`src/rtl/gate_fault_ctrl.sv`:
```
module gate_fault_ctrl #(
  parameter int GLITCH_CYC    = 4,
  parameter int BLANK_CYC     = 50,
  parameter int DESAT_CYC     = 41,
  parameter int CLR_CYC       = 75,
  parameter int FAULT_DLY_CYC = 250
) (
  input  logic clk,
  input  logic rst_n,
  input  logic cmd_pos,
  input  logic cmd_neg,
  input  logic clr_n,
  input  logic desat_flag,
  input  logic in_supply_ok,
  input  logic out_supply_ok,
  output logic gate_on,
  output logic ready,
  output logic fault_n
);

  localparam int GW = $clog2(GLITCH_CYC + 1);
  localparam int BW = $clog2(BLANK_CYC + 1);
  localparam int DW = $clog2(DESAT_CYC + 1);
  localparam int CW = $clog2(CLR_CYC + 1);
  localparam int FW = $clog2(FAULT_DLY_CYC + 1);
  localparam logic [GW-1:0] G_LAST = GW'(GLITCH_CYC - 1);
  localparam logic [BW-1:0] B_END  = BW'(BLANK_CYC);
  localparam logic [DW-1:0] D_LAST = DW'(DESAT_CYC - 1);
  localparam logic [CW-1:0] C_LAST = CW'(CLR_CYC - 1);
  localparam logic [CW-1:0] C_END  = CW'(CLR_CYC);
  localparam logic [FW-1:0] F_END  = FW'(FAULT_DLY_CYC);
  localparam logic [1:0]    IDLE   = 2'b10;

  logic [1:0]    raw_cmd, cmd_f;
  logic [BW-1:0] blank_cnt;
  logic [DW-1:0] desat_cnt;
  logic [CW-1:0] clr_cnt;
  logic [FW-1:0] dly_cnt;
  logic          tripped;
  logic          armed, trip_fire, clr_fire;

  assign raw_cmd = {cmd_neg, cmd_pos};

  genvar i;
  for (i = 0; i < 2; i++) begin : g_flt
    logic          q;
    logic [GW-1:0] cnt;
    always_ff @(posedge clk or negedge rst_n) begin
      if (!rst_n) begin
        q   <= IDLE[i];
        cnt <= '0;
      end else if (!in_supply_ok) begin
        q   <= IDLE[i];
        cnt <= '0;
      end else if (raw_cmd[i] == q) begin
        cnt <= '0;
      end else if (cnt == G_LAST) begin
        q   <= raw_cmd[i];
        cnt <= '0;
      end else begin
        cnt <= cnt + 1'b1;
      end
    end
    assign cmd_f[i] = q;
  end

  assign gate_on   = cmd_f[0] & ~cmd_f[1] & out_supply_ok & ~tripped;
  assign ready     = in_supply_ok & out_supply_ok;
  assign armed     = gate_on && (blank_cnt == B_END);
  assign trip_fire = armed && desat_flag && (desat_cnt == D_LAST);
  assign clr_fire  = !clr_n && (clr_cnt == C_LAST);
  assign fault_n   = !(tripped && (dly_cnt == F_END));

  always_ff @(posedge clk or negedge rst_n) begin
    if (!rst_n) begin
      blank_cnt <= '0;
      desat_cnt <= '0;
      clr_cnt   <= '0;
      dly_cnt   <= '0;
      tripped   <= 1'b0;
    end else if (!in_supply_ok) begin
      blank_cnt <= '0;
      desat_cnt <= '0;
      clr_cnt   <= '0;
      dly_cnt   <= '0;
      tripped   <= 1'b0;
    end else begin
      if (!gate_on)              blank_cnt <= '0;
      else if (blank_cnt != B_END) blank_cnt <= blank_cnt + 1'b1;

      if (armed && desat_flag && !trip_fire) desat_cnt <= desat_cnt + 1'b1;
      else                                   desat_cnt <= '0;

      if (clr_n)               clr_cnt <= '0;
      else if (clr_cnt != C_END) clr_cnt <= clr_cnt + 1'b1;

      if (!tripped)            dly_cnt <= '0;
      else if (dly_cnt != F_END) dly_cnt <= dly_cnt + 1'b1;

      if (trip_fire)     tripped <= 1'b1;
      else if (clr_fire) tripped <= 1'b0;
    end
  end


  fault_blocks_gate_chk: assert property (@(posedge clk) disable iff (!rst_n)
    !fault_n |-> !gate_on);


  out_supply_gate_chk: assert property (@(posedge clk) disable iff (!rst_n)
    !out_supply_ok |-> !gate_on);


  trip_source_chk: assert property (@(posedge clk) disable iff (!rst_n)
    $rose(tripped) |-> $past(gate_on && desat_flag));


  fault_release_chk: assert property (@(posedge clk) disable iff (!rst_n)
    $rose(fault_n) |-> ($past(!clr_n) || $past(!in_supply_ok)));


  supply_loss_clear_chk: assert property (@(posedge clk) disable iff (!rst_n)
    !in_supply_ok |=> fault_n);


  cmd_filter_move_chk: assert property (@(posedge clk) disable iff (!rst_n)
    !$stable(cmd_f[0]) |-> ($past(cmd_pos) == cmd_f[0] || $past(!in_supply_ok)));

endmodule

```
`config.mk`:
```
export PLATFORM = sky130hd
export DESIGN_NAME = gate_fault_ctrl
export DESIGN_NICKNAME = d
export VERILOG_FILES = /design/src/rtl/gate_fault_ctrl.sv
export SDC_FILE = /design/constraint.sdc
export NUM_CORES = 1
export LEC_CHECK = 0
export ABC_AREA = 1
export ABC_CLOCK_PERIOD_IN_PS = 1060
export BUFFER_PORTS_ARGS = -buffer_cell sky130_fd_sc_hd__buf_2
export CORE_MARGIN = 1.5
export CORE_UTILIZATION = 30
export DETAILED_ROUTE_END_ITERATION = 6
export SLEW_MARGIN = 20
export SYNTH_ARGS = -nofsm -noshare
export SYNTH_HDL_FRONTEND = slang
export SYNTH_SLANG_ARGS = --single-unit
```
`constraint.sdc`:
```
create_clock -name clk -period 1.06 [get_ports clk]
set_input_delay 0.106 -clock clk [delete_from_list [all_inputs] [get_ports clk]]
set_output_delay 0.106 -clock clk [all_outputs]
set_load 0.1 [all_outputs]
```
; Word-level counts from Yosys, hierarchy flattened
; Cells that the tools add are included.
[totals]
ff_bits = 36
inputBits = 8
output_inout_bits = 3
wordCells = 77
[op_classes]
addsub = 6
n_eq_ne = 19
mux = 26
n_bitwise = 6
n_reduce_logical = 11
[op_table]
columns = operator, count
row1 = $mux 6, 5
row2 = $mux 8, 3
row3 = $mux 7, 3
row4 = $mux 3, 6
row5 = $add 6x1->6 const B, 2
row6 = $eq 6x6->1 const B, 2
row7 = $mux 1, 9
row8 = $ne 3x2->1 const B, 3
row9 = $add 8x1->8 const B, 1
row10 = $eq 8x8->1 const B, 1
row11 = $ne 8x8->1 const B, 1
row12 = $add 7x1->7 const B, 1
row13 = $eq 7x7->1 const B, 1
row14 = $ne 7x7->1 const B, 1
row15 = $add 3x1->3 const B, 2
row16 = $eq 3x2->1 const B, 2
row17 = $logic_and 1x1->1, 6
row18 = $ne 6x6->1 const B, 1
row19 = $and 1x1->1, 4
row20 = $ne 2x1->1 const B, 2
row21 = $ne 2x2->1 const B, 2
row22 = $reduce_and 2->1, 2
row23 = $logic_not 1->1, 3
row24 = $ne 3x1->1 const B, 1
row25 = 2 further kinds, 4

; Longest topological paths before layout
[depth]
word_depth = 11
depth_mapped = 7
mapped_depth_nobuf = 7

; Worst setup path after synthesis
; Ideal clock, no wire load.
[synth_timing]
kind = reg-to-output
from = register dly_cnt[0]
to = output port fault_n
t_arrival_ps = 1719
required_ps = 954
path_slack_ps = -765
path_stages_with_launch = 6
n_path_buf = 0
path_cell_list = dfrtp_1 -> inv_1 -> ha_1 -> inv_1 -> nor3_1 -> nand4_1
[synth_between]
elab_chain_len = 3
[synth_lines]
columns = element, line
row1 = "start, declared", 38  ; logic [FW-1:0] dly_cnt;
row2 = "start signal, assigned", 98  ; else if (dly_cnt != F_END) dly_cnt <= dly_cnt + 1'b1;
row3 = $eq 8x8->1, 72  ; assign fault_n = !(tripped && (dly_cnt == F_END));
row4 = $logic_and 1x1->1, 72
row5 = $logic_not 1->1, 72
row6 = "end, declared", 18  ; output logic fault_n
; No other way between the ends.

; Worst setup path after layout
; Same ends and word-level chain as after synthesis.

==> results.json <==
{
  "status": "finished with violations",
  "failed_checks": "negative setup slack",
  "cts_made_buffers": 5,
  "pwr-share-seq_pct": 53.9,
  "fin_crit_ns": 1.49,
  "synth_top_family_by_area": "simple AND/OR/NAND/NOR gates",
  "fp.dieW_um": 82.6,
  "core_area_um2": 6030,
  "cts_tree": "built",
  "clock_sinks": 36,
  "die_h_um": 82.6,
  "endpoint_kind": "output port",
  "cell_internal_pwr_mw": 2.01,
  "ys_seq_elements": 36,
  "drive_gt1_share_pct": 44.3,
  "p_comb_share_pct": 7.9,
  "routed_via_density": 4.64,
  "cp-start-kind": "flip-flop",
  "crit_type": "reg -> out",
  "drtIter0Drc": 56,
  "grt_pass1_wl_mm": 6.44,
  "gp_congestion": 0.793,
  "ant_nets": 0,
  "power_density_nw_per_um2": 938,
  "p_sw_uw": 602,
  "p_clk_share_pct": 38.2,
  "sw_frac_of_total_pct": 23.1,
  "dieArea_um2": 6830,
  "netlist_area_um2": 1900,
  "hold_slack_ns": 0.0909,
  "cp.arrival_ns": 1.39,
  "required_ns": 0.95,
  "antenna_cells": 0,
  "setup_viol": 27,
  "synthArstFlopShare_pct": 100,
  "areaGrowthSynthToFinish_pct": 46.3,
  "grt_max_degree": 26,
  "hold_viol": 0,
  "insertion_delay_ns": 0.29,
  "fin_cells": 355,
  "place_hpwl_mm": 2.76,
  "drcViolationCount": 0,
  "max_freq_mhz": 670,
  "antenna_found_initial": 0,
  "ys_types": 26,
  "grt_pass1_vias": 1519,
  "synth_compound_area_share_pct": 6.84,
  "syn_nets": 246,
  "post-place-ws_ns": -0.156,
  "synth-simple-area-share_pct": 28.0,
  "synth-edff-count": 0,
  "nets": 297,
  "dr.pass1.iters": 4,
  "routed_wl_mm": 4.24,
  "start_util_pct": 31.6,
  "htree_levels": 2,
  "yosysWarnings": 0,
  "ios": 11,
  "cap_viol_max_count": 0,
  "vias": 1646,
  "hold_path.class": "in -> reg",
  "port-buffer-count": 10,
  "irDropWorstVdd_mv": 0.570,
  "cts_root_buf": "clkbuf_8",
  "synthMuxAreaShare_pct": 0,
  "wl_per_cell_um": 11.9,
  "worst_slew_pin_slew_ns": 0.385,
  "overflow": 0,
  "max_slew_margin_pct": 74.3,
  "setup_ws_ns": -0.432,
  "fin_skew_ns": 0.00599,
  "syn_avg_cell_area_um2": 8.34,
  "grt_use_total_pct": 12.6,
  "synth_ff_type": "dfrtp_1",
  "finish.utilization_pct": 46.2,
  "synth_adder_area_share_pct": 6.58,
  "fillers": 585,
  "rsz0062_at_grt": "true",
  "ys_seq_area_share_pct": 47.4,
  "postSynthCellCount": 228,
  "rows": 28,
  "dp.cells": 336,
  "clkSlewWorstSetupHoldPaths_ns": 0.07,
  "slew_viol_final": 0,
  "synthXorXnorAreaFrac_pct": 3.22,
  "clockBufferDepth": 2,
  "worstPathMaxFanout": 2,
  "post-route-period-util_pct": 141,
  "p_leak_nw": 1.17
}
[routing by layer]
metal | routed length [µm] | global-route usage [%] | vias up
li1 | - | - | 832
met1 | 1800 | 14.7 | 785
met2 | 2220 | 21.4 | 19
met3 | 137 | 4.07 | 10
met4 | 80 | 4.50 | 0
met5 | 0 | 0 | -
[registers in the layout (all words and copies together), names as in the netlist]
signal and cells:
g_flt.q 2, g_flt.cnt 6, dly_cnt 8, blank_cnt 6, desat_cnt 6, clr_cnt 7
tripped 1
[critical path, cell delays in order, from the launching register on]
cell and delay, ns:
dfrtp_1 0.39, inv_2 0.08, ha_4 0.13, inv_2 0.04, nor3_2 0.10, nand4_1 0.16
buf_12 0.21
[stage by stage]
step                      TNS, ns  instance area, µm²  total power [mW]
after CTS                   -3.05                2510              2.61
after detailed placement    -2.04                2320              1.60
after global routing        -5.63                2780              2.72
after global placement      -1.40                2320              1.60
final                       -3.93                2780              2.61
after floorplan             -1.26                1940              1.50
[Yosys cell counts, types with 2 or more instances]
master	n	area, µm²
nand3_1	17	85.1
o21ai_1	3	15.0
a21oi_1	11	55.1
xnor2_1	5	43.8
dfrtp_1	35	876
nor4_1	2	12.5
nor2_1	32	120
inv_2	2	7.51
nor3_1	6	30.0
ha_1	10	125
xor2_1	2	17.5
nor2_2	3	18.8
nand2_1	35	131
inv_1	36	135
nand4_1	7	43.8
o21ai_0	12	60.1
[worst paths after layout]
kind                                            from                        end  slack (ns)  depth (start not counted)
max                           dly_cnt[0]$_DFFE_PN0P_                    fault_n       -0.43                          6
min                                          cmd_pos     g_flt[0].q$_DFFE_PN0P_        0.09                          3
max reg2reg                   dly_cnt[1]$_DFFE_PN0P_     dly_cnt[6]$_DFFE_PN0P_       -0.32                          8
min reg2reg                g_flt[1].cnt[0]$_DFF_PN0_  g_flt[1].cnt[0]$_DFF_PN0_        0.45                          1
max in group asynchronous                      rst_n     clr_cnt[3]$_DFFE_PN0P_        0.39                          3
min in group asynchronous                      rst_n   blank_cnt[3]$_DFFE_PN0P_        0.23                          2
[logic make-up after synthesis]
| logic type | Yosys count |
|---|---|
| AND/OR/NAND/NOR | 110 |
| buffers and inverters | 39 |
| flip-flops | 36 |
| AO/OA/AOI/OAI | 26 |
| adder cells (fa/ha/maj) | 10 |
| XOR/XNOR | 7 |
[power groups by stage]
stage	logic [mW]	clock network (mW)	registers, mW
6_report	0.205	0.997	1.41
5_1_grt	0.229	1.08	1.41
3_5_place_dp	0.173	0	1.43
3_3_place_gp	0.171	0	1.43
2_1_floorplan	0.0739	0	1.43
4_1_cts	0.179	1.03	1.41
[layout make-up]
class,count,area [µm²],share of cell area (%)
sequential,36,906,32.6
multi-input combinational,153,1150,41.2
clock buffer,8,90.1,3.24
inverter,38,150,5.40
timing repair buffer,45,395,14.2
tap,75,93.8,3.37
[what timing repair did]
item / CTS / global route
hold endpoints to repair: 36 / 0
endpoints found under the setup margin: 26 / 37
hold buffers: 1 / 0
pin swaps: 16 / 20
resized for setup: 17 / 67
buffers inserted: 4 / 6
[layout by cell type, fill, tap and decap left out, types with 7 or more instances in the layout]
cell type,instances
dfrtp_1,32
nor2_1,20
nand2_1,27
nor2_4,8
o21ai_1,9
buf_2,7
nor2_2,8
inv_2,9
nand4_1,7
nand3_1,7
buf_4,27
nand2_2,8
inv_1,28
(Power assumes the default switching activity.)
